## config.mk

```make
export PLATFORM = sky130hd
export DESIGN_NAME = bootsec_ctrl
export DESIGN_NICKNAME = d
export VERILOG_FILES = /design/src/rtl/bootsec_pkg.sv /design/src/rtl/bootsec_window.sv /design/src/rtl/bootsec_lock.sv /design/src/rtl/bootsec_arbiter.sv /design/src/rtl/bootsec_ctrl.sv
export SDC_FILE = /design/constraint.sdc
export NUM_CORES = 1
export LEC_CHECK = 0
export BUFFER_PORTS_ARGS = -buffer_cell sky130_fd_sc_hd__clkbuf_2
export CORE_AREA = 5 5 42 44
export DETAILED_ROUTE_END_ITERATION = 8
export DIE_AREA = 0 0 47 49
export PLACE_DENSITY = 0.64
export SETUP_SLACK_MARGIN = 0.2
export SLEW_MARGIN = 30
export SYNTH_ARGS = -nofsm -noshare
export SYNTH_HDL_FRONTEND = slang
export SYNTH_SLANG_ARGS = --single-unit
```

## constraint.sdc

```tcl
create_clock -name clk -period 3.8 [get_ports clk]
set_clock_uncertainty 0.15 [all_clocks]
set_input_delay 0 -clock clk [delete_from_list [all_inputs] [get_ports clk]]
set_output_delay 0 -clock clk [all_outputs]
set_load 0.02 [all_outputs]
```

## src/rtl/bootsec_pkg.sv

```systemverilog
package bootsec_pkg;

    typedef enum logic [1:0] {
        DBG_READ  = 2'b00,
        DBG_WRITE = 2'b01,
        DBG_CTRL  = 2'b10,
        DBG_ERASE = 2'b11
    } dbg_op_e;

    typedef enum logic {
        W_PRE  = 1'b0,
        W_OPEN = 1'b1
    } win_state_e;

    typedef enum logic {
        L_CLEAR   = 1'b0,
        L_SECURED = 1'b1
    } lock_state_e;

    typedef enum logic [1:0] {
        A_IDLE  = 2'b00,
        A_GRANT = 2'b01,
        A_DENY  = 2'b10
    } arb_state_e;

endpackage

```

## src/rtl/bootsec_window.sv

```systemverilog
module bootsec_window #(
    parameter int PREBOOT_CYCLES = 32
) (
    input  logic clk,
    input  logic rst_n,
    input  logic step_i,
    output logic preboot_o
);
    import bootsec_pkg::*;

    localparam int CNT_W = $clog2(PREBOOT_CYCLES + 1);
    localparam logic [CNT_W-1:0] LAST = CNT_W'(PREBOOT_CYCLES - 1);
    localparam logic [CNT_W-1:0] SAT  = CNT_W'(PREBOOT_CYCLES);

    win_state_e       state_q, state_d;
    logic [CNT_W-1:0] cnt_q, cnt_d;

    // state register
    always_ff @(posedge clk or negedge rst_n) begin
        if (!rst_n) begin
            state_q <= W_PRE;
            cnt_q   <= '0;
        end else begin
            state_q <= state_d;
            cnt_q   <= cnt_d;
        end
    end

    // next state
    always_comb begin
        state_d = state_q;
        cnt_d   = cnt_q;
        unique case (state_q)
            W_PRE: begin
                if (step_i) begin
                    if (cnt_q == LAST) begin
                        state_d = W_OPEN;
                        cnt_d   = SAT;
                    end else begin
                        cnt_d = cnt_q + 1'b1;
                    end
                end
            end
            W_OPEN: begin
                cnt_d = SAT;
            end
            default: begin
                state_d = W_PRE;
                cnt_d   = '0;
            end
        endcase
    end

    // outputs
    always_comb begin
        preboot_o = (state_q == W_PRE);
    end

    assert_exit_on_step_R2: assert property (@(posedge clk) disable iff (!rst_n)
        $fell(preboot_o) |-> $past(step_i));

    assert_window_stays_shut_R3: assert property (@(posedge clk) disable iff (!rst_n)
        (state_q == W_OPEN) |=> (state_q == W_OPEN));

    assert_count_saturates_R3: assert property (@(posedge clk) disable iff (!rst_n)
        cnt_q <= SAT);

endmodule

```

## src/rtl/bootsec_lock.sv

```systemverilog
module bootsec_lock #(
    parameter int ADDR_W   = 4,
    parameter int DATA_W   = 8,
    parameter int SEC_ADDR = 3,
    parameter int SEC_BIT  = 0
) (
    input  logic              clk,
    input  logic              rst_n,
    input  logic              preboot_i,
    input  logic              wr_i,
    input  logic [ADDR_W-1:0] addr_i,
    input  logic [DATA_W-1:0] data_i,
    output logic              secure_o
);
    import bootsec_pkg::*;

    localparam logic [ADDR_W-1:0] SEC_A = ADDR_W'(SEC_ADDR);

    lock_state_e state_q, state_d;
    logic        arm_req;
    logic        unused_data;

    assign unused_data = ^data_i;
    assign arm_req     = wr_i && (addr_i == SEC_A) && data_i[SEC_BIT];

    // state register
    always_ff @(posedge clk or negedge rst_n) begin
        if (!rst_n) state_q <= L_CLEAR;
        else        state_q <= state_d;
    end

    // next state: set-only, and only while the window is open
    always_comb begin
        state_d = state_q;
        unique case (state_q)
            L_CLEAR:   if (arm_req && preboot_i) state_d = L_SECURED;
            L_SECURED: state_d = L_SECURED;
            default:   state_d = L_CLEAR;
        endcase
    end

    // outputs
    always_comb begin
        secure_o = (state_q == L_SECURED);
    end

    assert_secure_sticky_R5: assert property (@(posedge clk) disable iff (!rst_n)
        secure_o |=> secure_o);

    assert_arm_only_in_window_R6: assert property (@(posedge clk) disable iff (!rst_n)
        $rose(secure_o) |-> $past(preboot_i));

endmodule

```

## src/rtl/bootsec_arbiter.sv

```systemverilog
module bootsec_arbiter (
    input  logic       clk,
    input  logic       rst_n,
    input  logic       preboot_i,
    input  logic       secure_i,
    input  logic       req_i,
    input  logic [1:0] op_i,
    output logic       grant_o,
    output logic       deny_o,
    output logic       enable_o,
    output logic       erase_ok_o
);
    import bootsec_pkg::*;

    arb_state_e state_q, state_d;
    logic       allow;

    assign allow = !preboot_i && (!secure_i || (op_i == DBG_ERASE));

    // state register
    always_ff @(posedge clk or negedge rst_n) begin
        if (!rst_n) state_q <= A_IDLE;
        else        state_q <= state_d;
    end

    // next state: every request is answered in the following cycle
    always_comb begin
        state_d = A_IDLE;
        unique case (state_q)
            A_IDLE, A_GRANT, A_DENY: begin
                if (req_i) state_d = allow ? A_GRANT : A_DENY;
            end
            default: state_d = A_IDLE;
        endcase
    end

    // outputs
    always_comb begin
        grant_o    = (state_q == A_GRANT);
        deny_o     = (state_q == A_DENY);
        enable_o   = !preboot_i && !secure_i;
        erase_ok_o = !preboot_i;
    end

    assert_single_answer_R10: assert property (@(posedge clk) disable iff (!rst_n)
        !(grant_o && deny_o));

    assert_answer_needs_req_R10: assert property (@(posedge clk) disable iff (!rst_n)
        (grant_o || deny_o) |-> $past(req_i));

    assert_no_grant_in_window_R7: assert property (@(posedge clk) disable iff (!rst_n)
        grant_o |-> !$past(preboot_i));

    assert_secured_erase_only_R9: assert property (@(posedge clk) disable iff (!rst_n)
        grant_o |-> (!$past(secure_i) || ($past(op_i) == DBG_ERASE)));

endmodule

```

## src/rtl/bootsec_ctrl.sv

```systemverilog
module bootsec_ctrl #(
    parameter int PREBOOT_CYCLES = 32,
    parameter int ADDR_W         = 4,
    parameter int DATA_W         = 8,
    parameter int SEC_ADDR       = 3,
    parameter int SEC_BIT        = 0
) (
    input  logic              clk,
    input  logic              rst_n,
    input  logic              cpu_step_i,
    input  logic              reg_wr_i,
    input  logic [ADDR_W-1:0] reg_addr_i,
    input  logic [DATA_W-1:0] reg_data_i,
    input  logic              dbg_req_i,
    input  logic [1:0]        dbg_op_i,
    output logic              preboot_o,
    output logic              secure_o,
    output logic              dbg_enable_o,
    output logic              dbg_grant_o,
    output logic              dbg_deny_o,
    output logic              erase_ok_o
);

    logic preboot;
    logic secure;

    bootsec_window #(
        .PREBOOT_CYCLES(PREBOOT_CYCLES)
    ) u_window (
        .clk      (clk),
        .rst_n    (rst_n),
        .step_i   (cpu_step_i),
        .preboot_o(preboot)
    );

    bootsec_lock #(
        .ADDR_W  (ADDR_W),
        .DATA_W  (DATA_W),
        .SEC_ADDR(SEC_ADDR),
        .SEC_BIT (SEC_BIT)
    ) u_lock (
        .clk      (clk),
        .rst_n    (rst_n),
        .preboot_i(preboot),
        .wr_i     (reg_wr_i),
        .addr_i   (reg_addr_i),
        .data_i   (reg_data_i),
        .secure_o (secure)
    );

    bootsec_arbiter u_arb (
        .clk       (clk),
        .rst_n     (rst_n),
        .preboot_i (preboot),
        .secure_i  (secure),
        .req_i     (dbg_req_i),
        .op_i      (dbg_op_i),
        .grant_o   (dbg_grant_o),
        .deny_o    (dbg_deny_o),
        .enable_o  (dbg_enable_o),
        .erase_ok_o(erase_ok_o)
    );

    assign preboot_o = preboot;
    assign secure_o  = secure;

    assert_clean_after_reset_R1: assert property (@(posedge clk) disable iff (!rst_n)
        $rose(rst_n) |-> (preboot_o && !secure_o));

    assert_secured_port_shut_R9: assert property (@(posedge clk) disable iff (!rst_n)
        secure_o |-> !dbg_enable_o);

endmodule

```

# Word level (Yosys, flattened, before mapping)
# Index checks and enable logic that the tools add are counted.
[classes]
bitwise_logic = 2
eq_ne = 6
reduce_logical = 9
n_addsub = 1
n_mux = 11
[ops]
columns = ["operator", "n"]
rows = [
  ["6-bit 2-to-1 mux", 2],
  ["6-bit case mux with 2 select lines", 1],
  ["6-bit by 1-bit adder with 6-bit output (second input constant)", 1],
  ["6-bit by 5-bit == test with 1-bit output (second input constant)", 1],
  ["2-bit 2-to-1 mux", 3],
  ["1-bit logical AND", 5],
  ["2-bit == test (second input constant)", 2],
  ["4-bit by 2-bit == test with 1-bit output (second input constant)", 1],
  ["1-bit 2-to-1 mux", 4],
  ["3-bit OR reduction", 1],
  ["2-bit by 1-bit == test with 1-bit output (second input constant)", 1],
  ["2-bit zero test", 1],
  ["2-bit != test (second input constant)", 1],
  ["1-bit inverter", 2],
  ["1-bit case mux with 2 select lines", 1],
  ["1-bit zero test", 1],
  ["1-bit logical OR", 1],
]
[word_totals]
inputBits = 19
ff_bits = 10

# Longest topological paths before layout
# Gate-level depths: netlist of the first run.
[logic_depth]
word_depth = 6
mapped_depth = 4
mapped_depth_nobuf = 4

# Modules after synthesis
# A second synthesis of the first run with hierarchy kept.
[unflattened]
cells_unflattened = 46
hier_area_um2 = 501.7
[modules_own_cells]
columns = ["module", "area_each_um2", "cells_per_inst", "instances"]
rows = [
  ["bootsec_window", 347.8, 33, 1],
  ["bootsec_arbiter", 108.9, 10, 1],
  ["bootsec_lock", 45.0, 3, 1],
]

# Worst setup path before layout of the first run
# No wires, ideal clock.
[synth_path]
path_type = "reg2reg"
start = "register u_window.state_q"
end = "register u_window.cnt_q[3]"
setup_time_ns = 0.082
path_buffers = 1
t_arrival_ns = 1.235
setup_slack_ns = 2.333
stages_incl_launch_ff = 5
required_ns = 3.568
cell_sequence = "dfrtp_1 -> buf_4 -> o211ai_2 -> or3b_1 -> a31oi_1"
[synth_via]
elab_chain_cells = 2
word_cells_on_any_way = 3
classes_between = "1 x eq/ne; 1 x mux; 1 x bitwise"
[synth_lines]
columns = ["element", "line", "text"]
rows = [
  ["start: declaration", "bootsec_window.sv:15", "win_state_e state_q, state_d;"],
  ["start signal: assignment", "bootsec_window.sv:24", "state_q <= state_d;"],
  ["1-bit inverter", "bootsec_window.sv:33", "unique case (state_q)"],
  ["6-bit case mux with 2 select lines or 2-bit != test (tied branches)", "-", ""],
  ["end signal: assignment", "bootsec_window.sv:25", "cnt_q <= cnt_d;"],
  ["end: declaration", "bootsec_window.sv:16", "logic [CNT_W-1:0] cnt_q, cnt_d;"],
]
# Several ways; a longest one is shown, not always the timed one.
# A chain may end at the register's enable or synchronous reset.

# Final worst setup path of the first run
[layout_path]
start = "input port dbg_op_i[0]"
end = "register u_arb.state_q[0]"
[layout_via]
elab_chain_cells = 6
[layout_lines]
columns = ["element", "line", "text"]
rows = [
  ["start: declaration", "bootsec_ctrl.sv:15", "input logic [1:0] dbg_op_i,"],
  ["2-bit == test", "bootsec_arbiter.sv:18", "assign allow = !preboot_i && (!secure_i || (op_i == DBG_ERASE));"],
  ["1-bit logical OR", "bootsec_arbiter.sv:18", ""],
  ["1-bit logical AND", "bootsec_arbiter.sv:18", ""],
  ["2-bit 2-to-1 mux (2 in a row)", "bootsec_arbiter.sv:31", "if (req_i) state_d = allow ? A_GRANT : A_DENY;"],
  ["2-bit 2-to-1 mux", "bootsec_arbiter.sv:29", "unique case (state_q)"],
  ["via u_arb.state_d[0]", "bootsec_arbiter.sv:15", "arb_state_e state_q, state_d;"],
  ["end signal: assignment", "bootsec_arbiter.sv:23", "else state_q <= state_d;"],
  ["end: declaration", "bootsec_arbiter.sv:15", ""],
]
# The timed path passes the listed nets, and every way through them passes these cells.

==> impl_metrics.json, run 1 <==
{
  "cts.clk_slew.worst_paths_ns": 0.06,
  "synth_edf_count": 0,
  "rr_endpoint": "u_arb.state_q[0]$_DFF_PN0_",
  "worst_r2r_path_depth": 3,
  "rows": 14,
  "die_h_microns": 49,
  "cpMostUsedCell": "dlygate4sd3_1",
  "combPwrFrac_pct": 9.4,
  "peakVddDrop_mv": 0.1789,
  "multi_input_area_sq_um": 216.5,
  "antenna_cells": 0,
  "cts_tree": "done",
  "design_area_sq_um": 695.7,
  "critical_path_class": "primary input to flip-flop",
  "mostFrequentLayoutCells": "clkbuf_2, dfrtp_1, dlygate4sd3_1, nand2_1, nor2_1",
  "fill_cells": 131,
  "num_vias": 445,
  "die_x_microns": 47,
  "first_pass_iters": 2,
  "postSynthAreaPerCell_sq_um": 10.11,
  "end_kind": "flip-flop",
  "cap_violations": 0,
  "hp-start": "reg_addr_i[1]",
  "seqCellArea_sq_um": 250.2,
  "dp.cells": 80,
  "slowest_delay_ns": 0.58,
  "holdPathStages": 3,
  "antenna_left": 0,
  "grt_usage_pct": 9.986,
  "reg2reg_slack_ns": 2.09,
  "min_period_ns": 1.998,
  "fp.coreArea_sq_um": 1401,
  "fin_nets": 98,
  "cp_max_fo": 2,
  "finalCritPeriodShare_pct": 52.58,
  "grt_overflow": 0,
  "path_cells": "dlygate4sd3_1 > clkbuf_2 > nand2_1 > dlygate4sd3_1 > nand2_1 > nor3b_1 > dlygate4sd3_1",
  "hold_end": "u_lock.secure_o$_DFF_PN0_",
  "worst_ep_required_time_ns": 3.85,
  "r2r_start": "u_window.state_q$_DFF_PN0_",
  "drt_wl_total_microns": 986,
  "switching_share_pct": 20.61,
  "start_util_pct": 34.64,
  "grt_pass1_wl_mm": 1.656,
  "ys_types": 25,
  "fmax_mhz": 500.5,
  "status": "finished clean",
  "dp_hpwl_microns": 723.5,
  "antenna_found_initial": 0,
  "p_sw_mw": 0.04009,
  "port_buffers": 17,
  "worst_setup_path_start_kind": "primary input",
  "clock_power_share_pct": 35.5,
  "async_reset_ff_share_pct": 100.0,
  "ios": 25,
  "cts-htree-levels": 1,
  "startpoint": "dbg_op_i[0]",
  "syn2layout_area_growth_pct": 43.30,
  "slew_headroom_pct": 69.28,
  "syn_nets": 68,
  "critPathSlowestCell": "dlygate4sd3_1",
  "cts_buffers": 3,
  "drcViolationCount": 0,
  "wl_per_cell_microns": 10.72,
  "tightest_slew_ns": 0.4593,
  "worstPathArrival_ns": 2.04,
  "ys_warn_count": 0,
  "insertion_delay_ns": 0.26,
  "ys_seq_area_share_pct": 51.55,
  "dpl-instance-area_sq_um": 583.1,
  "powerDensity_nw_per_um2": 279.6,
  "place_congestion": 0.8175,
  "ys_seq_elements": 10,
  "rsz0062_at_grt": "false",
  "hold_violations": 0,
  "die_area_sq_um": 2303,
  "place_ws_ns": 2.360,
  "grt_pass1_vias": 399,
  "drtIter0Drc": 4,
  "p_int_mw": 0.1544,
  "syn_inst": 48,
  "cts_root_buffer": "clkbuf_4",
  "mostFrequentLayoutCell": "clkbuf_2",
  "grt_max_degree": 11,
  "finalSetupViolations": 0,
  "p_leak_nw": 0.3436,
  "cts_buffer_depth": 2,
  "clock_sinks": 10,
  "final.setup.worst_slack_ns": 1.802,
  "synth_flop_cell": "dfrtp_1",
  "hold_path_class": "primary input to flip-flop",
  "via_per_inst": 4.837,
  "finalMaxSlewViolations": 0,
  "fin_setup_tns_ns": 0,
  "drive_gt1_share_pct": 28.95,
  "seqPwrFrac_pct": 55.2,
  "stdcell_count": 92,
  "synth_area_sq_um": 485.5
}
[final cells by class]
type,count,share of cell area [%]
multi-input cells,34,31.12
inverters,3,1.619
repair buffers,26,25.18
well taps,16,2.878
flip-flops and latches,10,35.97
clock buffers,3,3.237
[worst max-delay path: cells and delay by family]
kind                   cells  cell delay [ns]
buffers and inverters      4             1.73
AND/OR/NAND/NOR            3             0.31
[per-layer routing]
layer / vias up / global-route usage [%] / routed length (microns)
met5: - / 0 / 0
met4: 0 / 5.530 / 24
met3: 5 / 3.321 / 45
met2: 8 / 14.93 / 496
met1: 209 / 12.13 / 419
li1: 223 / - / -
[state kept, by name, indices dropped and copies added, names as in the netlist]
| register | count |
|---|---|
| u_window.cnt_q | 6 |
| u_arb.state_q | 2 |
| u_window.state_q | 1 |
| u_lock.secure_o | 1 |
[cells by family after synthesis]
kind of cell	share of synthesized area, %
compound gates	11.86
mux	2.062
buf+inv	3.866
simple gates	22.68
fa+ha+maj	2.577
xor+xnor	5.413
flops	51.55
[worst max path at each step]
stage	endpoint	slack, ns	cells after the start
2_1_floorplan	u_window.cnt_q[3]$_DFFE_PN0P_	2.33	4
3_3_place_gp	u_window.cnt_q[3]$_DFFE_PN0P_	2.36	3
3_5_place_dp	u_window.cnt_q[3]$_DFFE_PN0P_	2.36	3
4_1_cts	u_arb.state_q[0]$_DFF_PN0_	1.84	7
5_1_grt	u_arb.state_q[0]$_DFF_PN0_	1.74	7
6_report	u_arb.state_q[0]$_DFF_PN0_	1.80	7
[synthesized netlist by cell type, types with 2 or more instances]
cell type	count	area, sq um
xnor2_1	2	17.52
dfrtp_1	10	250.2
inv_1	3	11.26
nand2_1	6	22.52
nor2b_1	2	12.51
nor2_1	6	22.52
[power groups by stage]
stage / combinational [mW] / clock (mW) / sequential [mW]
CTS: 0.0183 / 0.0723 / 0.107
finish: 0.0182 / 0.0690 / 0.107
global route: 0.0201 / 0.0770 / 0.107
global placement: 0.0117 / 0 / 0.109
detailed placement: 0.0119 / 0 / 0.109
floorplan: 0.00300 / 0 / 0.109
[timing repair]
action	in CTS	in global routing
hold buffers	9	0
gates resized for setup	0	0
endpoints found under the hold margin	15	0
setup buffers	0	0
[metrics by stage]
step | power [mW] | utilization, % | hold slack (ns)
finish | 0.1945 | 49.64 | 0.3769
global route | 0.2044 | 49.64 | 0.3931
CTS | 0.1979 | 49.64 | 0.3771
detailed placement | 0.1212 | 41.61 | -0.2728
global placement | 0.1209 | 41.61 | -0.2700
floorplan | 0.1123 | - | -0.4456
(Power assumes the default switching activity.)
==> run 2: changes to the inputs <==
--- a/config.mk
+++ b/config.mk
@@ -5,11 +5,12 @@
 export SDC_FILE = /design/constraint.sdc
 export NUM_CORES = 1
 export LEC_CHECK = 0
+export ABC_AREA = 1
 export BUFFER_PORTS_ARGS = -buffer_cell sky130_fd_sc_hd__clkbuf_2
-export CORE_AREA = 5 5 42 44
+export CORE_MARGIN = 5
+export CORE_UTILIZATION = 38
 export DETAILED_ROUTE_END_ITERATION = 8
-export DIE_AREA = 0 0 47 49
-export PLACE_DENSITY = 0.64
+export PLACE_DENSITY = 0.68
 export SETUP_SLACK_MARGIN = 0.2
 export SLEW_MARGIN = 30
 export SYNTH_ARGS = -nofsm -noshare
==> constraint.sdc (replaced) <==
create_clock -name clk -period 1.75 [get_ports clk]
set_clock_uncertainty 0.15 [all_clocks]
set_input_delay 0 -clock clk [delete_from_list [all_inputs] [get_ports clk]]
set_output_delay 0 -clock clk [all_outputs]
set_load 0.02 [all_outputs]
==> run 2 against run 1 <==
Compared with the run above: clock-buffer cell count stayed put; cell count rose by 21%; global-route usage is 2.5 points higher; critical endpoint is now u_lock.secure_o$_DFF_PN0_; synthesized area grew 4.6%; power is 130% higher; via count is 18% higher.
==> impl_metrics.json, run 2 <==
{
  "fmax_mhz": 743.9,
  "detail_route.wirelength.met1_microns": 520,
  "wl_per_cell_microns": 11.55,
  "synth_flop_cell": "dfrtp_1",
  "clock_sinks": 10,
  "ios": 25,
  "cap_violations": 0,
  "critical_path_class": "primary input to flip-flop",
  "post-route-util_pct": 58.52,
  "finalSetupViolations": 0,
  "slowest_delay_ns": 0.56,
  "ys_seq_elements": 10,
  "p_leak_nw": 0.3680,
  "dp_hpwl_microns": 842.6,
  "r2r_start": "u_window.cnt_q[0]$_DFFE_PN0P_",
  "cts_tree": "done",
  "design_area_sq_um": 752.0,
  "drcViolationCount": 0,
  "cp_max_fo": 1,
  "grt_overflow": 0,
  "powerDensity_nw_per_um2": 585.1,
  "finalMaxSlewViolations": 0,
  "async_reset_ff_share_pct": 100.0,
  "drive_gt1_share_pct": 27.08,
  "worst_setup_path_start_kind": "primary input",
  "path_cells": "dlygate4sd3_1 > clkbuf_2 > nand3b_1 > dlygate4sd3_1 > o21bai_1",
  "antenna_found_initial": 0,
  "finalCritPeriodShare_pct": 76.81,
  "hold_path_class": "flip-flop to flip-flop",
  "fin_setup_tns_ns": 0,
  "antenna_cells": 0,
  "regMostFlops": "u_window.cnt_q",
  "cts.clk_slew.worst_paths_ns": 0.06,
  "yosysMostFrequentCell": "nor2_1",
  "hold_violations": 0,
  "cts_buffer_depth": 2,
  "cts_setup_buffers": 0,
  "worstPathArrival_ns": 1.38,
  "critPathSlowestCell": "dlygate4sd3_1",
  "fin_nets": 118,
  "slew_headroom_pct": 70.00,
  "place_congestion": 0.7775,
  "tightest_slew_ns": 0.4485,
  "ys_types": 16,
  "grt_max_degree": 11,
  "ys_seq_area_share_pct": 49.26,
  "synth_area_leaders": "dfrtp_1, nor2_1, nand2_1",
  "largest_reg_flops": 6,
  "insertion_delay_ns": 0.27,
  "yosysTopAreaCell": "dfrtp_1",
  "start_util_pct": 39.53,
  "synth_area_sq_um": 508.0,
  "end_kind": "flip-flop",
  "startpoint": "reg_wr_i",
  "syn_nets": 85,
  "grt_pass1_vias": 492,
  "ys_warn_count": 0,
  "worst_ep_required_time_ns": 1.79,
  "mostFrequentLayoutCell": "clkbuf_2",
  "synth_edf_count": 0,
  "status": "finished clean",
  "dpl-instance-area_sq_um": 611.8,
  "hp-start": "u_arb.state_q[0]$_DFF_PN0_",
  "highest_layer": "met4",
  "syn2layout_area_growth_pct": 48.03,
  "die_area_sq_um": 2168,
  "path_buf_inv": 3,
  "rsz0062_at_grt": "false",
  "syn_inst": 65,
  "grt_pass1_wl_mm": 1.904,
  "synth_top_area_share_pct": 49.26,
  "cpMostUsedCell": "dlygate4sd3_1",
  "grt_usage_pct": 12.52,
  "reg.largest.list": "u_window.cnt_q: 6 flops, u_arb.state_q: 2 flops",
  "cts_root_buffer": "clkbuf_4",
  "die_x_microns": 46.56,
  "first_pass_iters": 5,
  "postSynthAreaPerCell_sq_um": 7.815,
  "antenna_left": 0,
  "rows": 13,
  "port_buffers": 17,
  "mostFrequentLayoutCells": "clkbuf_2, nor2_1, nand2_1, dlygate4sd3_1, dfrtp_1",
  "cts-htree-levels": 1,
  "num_vias": 523,
  "peakVddDrop_mv": 0.3599,
  "min_period_ns": 1.344,
  "drtIter0Drc": 8,
  "wl_met3_microns": 54,
  "die_h_microns": 46.56,
  "synth_common_cells": "nor2_1, nand2_1, dfrtp_1",
  "cts_buffers": 3,
  "via_per_inst": 4.712,
  "drt_wl_total_mm": 1.282,
  "crit_family": "buffers and inverters",
  "fp.coreArea_sq_um": 1285,
  "met2_length_microns": 678
}
-- run 2: changes by cell type after synthesis, moves of 2 or more --
cell     change
o21ai_0      +2
nor2b_1      -2
inv_1        +4
nand2_1      +6
o21ai_1      +3
inv_2        +2
nand3_1      +4
nor2_1       +7
a21oi_1      +2
-- run 2: path summary, 6_finish.rpt --
path,end,slack [ns],cells past startpoint
max in group asynchronous,u_lock.secure_o$_DFF_PN0_,0.56,3
min reg2reg,u_arb.state_q[0]$_DFF_PN0_,0.33,1
max reg2reg,u_window.cnt_q[3]$_DFFE_PN0P_,0.44,6
min,u_arb.state_q[0]$_DFF_PN0_,0.33,1
max,u_lock.secure_o$_DFF_PN0_,0.41,5
min in group asynchronous,u_window.state_q$_DFF_PN0_,0.59,3
-- run 2: cell families after synthesis --
| family | share of synthesized area, % |
|---|---|
| AO/OA/AOI/OAI | 9.359 |
| AND/OR/NAND/NOR | 30.54 |
| flip-flops | 49.26 |
| XOR/XNOR | 1.724 |
| adder cells (fa/ha/maj) | 2.463 |
| buffers and inverters | 6.652 |
-- run 2: layout make-up --
class	count	area [sq um]
repair buffers	28	195.2
multi-input cells	46	231.5
fillers	117	533.0
well taps	15	18.77
clock buffers	3	22.52
flip-flops and latches	10	250.2
inverters	9	33.78
-- run 2: through the flow --
step                      instances  power (mW)  setup slack [ns]  hold WS [ns]
after CTS                       111      0.4398            0.2143        0.3185
after detailed placement         97      0.2651            0.4571       -0.2716
after global placement           97      0.2647            0.4661       -0.2738
final                           111      0.4400            0.4058        0.3303
after floorplan                  65      0.2455            0.5362       -0.4456
after global routing            111      0.4591            0.3222        0.3494
-- run 2: what timing repair did --
action,in CTS,in global routing
resized for setup,0,2
setup endpoints to repair,0,1
hold buffers,11,1
hold endpoints to repair,17,1
-- run 2: per-layer routing --
layer / vias to the layer above / global-route usage [%]
met5: - / 0
met1: 233 / 14.42
met4: 0 / 3.409
li1: 273 / -
met3: 4 / 3.516
met2: 13 / 22.25
-- run 2: power breakdown --
| part | internal, mW | switching, mW |
|---|---|---|
| Combinational | 0.0283 | 0.0195 |
| Sequential | 0.232 | 0.00110 |
| Clock | 0.0796 | 0.0793 |
==> run 3: changes to the inputs <==
--- a/config.mk
+++ b/config.mk
@@ -5,12 +5,12 @@
 export SDC_FILE = /design/constraint.sdc
 export NUM_CORES = 1
 export LEC_CHECK = 0
-export ABC_AREA = 1
+export ABC_AREA = 0
 export BUFFER_PORTS_ARGS = -buffer_cell sky130_fd_sc_hd__clkbuf_2
-export CORE_MARGIN = 5
-export CORE_UTILIZATION = 38
+export CORE_AREA = 5 5 42 44
 export DETAILED_ROUTE_END_ITERATION = 8
-export PLACE_DENSITY = 0.68
+export DIE_AREA = 0 0 47 49
+export PLACE_DENSITY = 0.64
 export SETUP_SLACK_MARGIN = 0.2
 export SLEW_MARGIN = 30
 export SYNTH_ARGS = -nofsm -noshare
==> constraint.sdc (replaced) <==
create_clock -name clk -period 1.4 [get_ports clk]
set_clock_uncertainty 0.15 [all_clocks]
set_input_delay 0 -clock clk [delete_from_list [all_inputs] [get_ports clk]]
set_output_delay 0 -clock clk [all_outputs]
set_load 0.02 [all_outputs]
==> run 3 against run 2 <==
Compared with the run above: die area up 6.2%; non-clock buffer count up 7; sequential share of layout area down 5.1 points; core utilization up 5.8 points; power up 27%; critical endpoint is now u_window.cnt_q[3]$_DFFE_PN0P_; flip-flop and latch count unchanged; critical path depth down 2.
==> impl_metrics.json, run 3 (synthesis results as in run 1) <==
{
  "die_x_microns": 47,
  "peakVddDrop_mv": 0.3609,
  "tightest_slew_ns": 0.2685,
  "regMostFlops": "u_window.cnt_q",
  "finalMaxSlewViolations": 0,
  "hold_path_class": "primary input to flip-flop",
  "finalSetupViolations": 0,
  "worst_setup_path_start_kind": "flip-flop",
  "multi_input_area_sq_um": 310.3,
  "post-route-util_pct": 64.29,
  "antenna_found_initial": 0,
  "cts_buffers": 3,
  "drcViolationCount": 0,
  "num_vias": 485,
  "worst_r2r_path_depth": 3,
  "port_buffers": 17,
  "fill_cells": 124,
  "cap_violations": 0,
  "power_mw": 0.5578,
  "grt_usage_pct": 10.40,
  "powerDensity_nw_per_um2": 619.2,
  "place_congestion": 0.7778,
  "rows": 14,
  "via_per_inst": 4.755,
  "critical_path_class": "flip-flop to flip-flop",
  "syn2layout_area_growth_pct": 85.57,
  "ios": 25,
  "drt_wl_total_mm": 1.345,
  "fin_setup_tns_ns": 0,
  "antenna_cells": 0,
  "start_util_pct": 34.64,
  "hold_violations": 0,
  "worst_ep_required_time_ns": 1.44,
  "cts-htree-levels": 1,
  "grt_pass1_vias": 457,
  "seqCellArea_sq_um": 254.0,
  "finalCritPeriodShare_pct": 92.56,
  "status": "finished clean",
  "rsz0062_at_grt": "true",
  "mostFrequentLayoutCells": "clkbuf_2, dlygate4sd3_1, dfrtp_1, nand2_1, buf_4",
  "insertion_delay_ns": 0.26,
  "first_pass_iters": 2,
  "worstPathArrival_ns": 1.33,
  "clock_sinks": 10,
  "reg.largest.list": "u_window.cnt_q: 6 flops, u_arb.state_q: 2 flops",
  "grt_pass1_wl_mm": 1.704,
  "slew_headroom_pct": 82.10,
  "drtIter0Drc": 4,
  "cts_tree": "done",
  "cts_root_buffer": "clkbuf_4",
  "mostFrequentLayoutCell": "clkbuf_2",
  "antenna_left": 0,
  "cts.clk_slew.worst_paths_ns": 0.07,
  "cts_buffer_depth": 2,
  "grt_max_degree": 11,
  "holdPathStages": 4,
  "wl_per_cell_microns": 13.19,
  "fin_nets": 107,
  "fmax_mhz": 771.7,
  "fp.coreArea_sq_um": 1401,
  "die_area_sq_um": 2303,
  "min_period_ns": 1.296,
  "p_leak_nw": 0.3969,
  "largest_reg_flops": 6,
  "grt_overflow": 0,
  "drive_gt1_share_pct": 48.84,
  "whs_ns": 0.009301,
  "end_kind": "flip-flop",
  "cp_max_fo": 4,
  "dp_hpwl_microns": 752.5,
  "die_h_microns": 49
}
run 3: changes by cell type in the layout (fill, tap and decap cells not counted), moves of 5 or more:
cell	before	now
buf_4	0	5
inv_1	7	2
nand2_1	12	5
nand3_1	5	0
nor2_1	13	4
run 3: metrics by stage:
stage / cell area [sq um] / worst slack, ns / cells
final: 900.9 / 0.1042 / 102
after global routing: 900.9 / 0.04013 / 102
after CTS: 765.7 / 0.07627 / 98
after detailed placement: 599.3 / 0.01998 / 82
after global placement: 599.3 / 0.02256 / 82
after floorplan: 490.5 / 0.04104 / 48
run 3: cell type report:
cell class | instances | area share, %
Sequential cell | 10 | 28.19
Inverter | 3 | 2.083
Clock buffer | 4 | 2.917
Timing Repair Buffer | 35 | 30.14
Tap cell | 16 | 2.222
Multi-Input combinational cell | 34 | 34.44
run 3: repair_timing:
item / 4_1_cts / 5_1_grt
pin swaps: 2 / 2
setup buffers: 3 / 2
setup endpoints to repair: 8 / 9
hold endpoints to repair: 16 / 2
hold buffers: 9 / 2
resized for setup: 10 / 22
run 3: per-layer routing:
| layer | vias to the layer above | part of all wire (%) | GRT usage [%] |
|---|---|---|---|
| li1 | 247 | - | - |
| met1 | 215 | 42 | 10.71 |
| met2 | 19 | 52 | 17.65 |
| met3 | 4 | 5.4 | 2.214 |
| met4 | 0 | 1.2 | 6.912 |
| met5 | - | 0 | 0 |
run 3: final timing paths:
path                                               startpoint                            end  slack, ns
worst max-delay path            u_window.cnt_q[0]$_DFFE_PN0P_  u_window.cnt_q[3]$_DFFE_PN0P_       0.10
min in group asynchronous                               rst_n  u_window.cnt_q[1]$_DFFE_PN0P_       0.52
worst min register to register      u_lock.secure_o$_DFF_PN0_      u_lock.secure_o$_DFF_PN0_       0.43
max in group asynchronous                               rst_n     u_window.state_q$_DFF_PN0_       0.35
worst min-delay path                               cpu_step_i  u_window.cnt_q[4]$_DFFE_PN0P_      0.009
worst max register to register  u_window.cnt_q[0]$_DFFE_PN0P_  u_window.cnt_q[3]$_DFFE_PN0P_       0.10
run 3: where the power goes:
part	switching, mW	internal [mW]	total (mW)
registers	0.000882	0.290	0.291
logic	0.0233	0.0358	0.0591
clock network	0.0974	0.110	0.208
run 3: critical path, cell delays in order, from the launching register on:
cell,delay [ns]
dfrtp_2,0.43
o211ai_4,0.13
or3b_1,0.36
a31oi_1,0.16
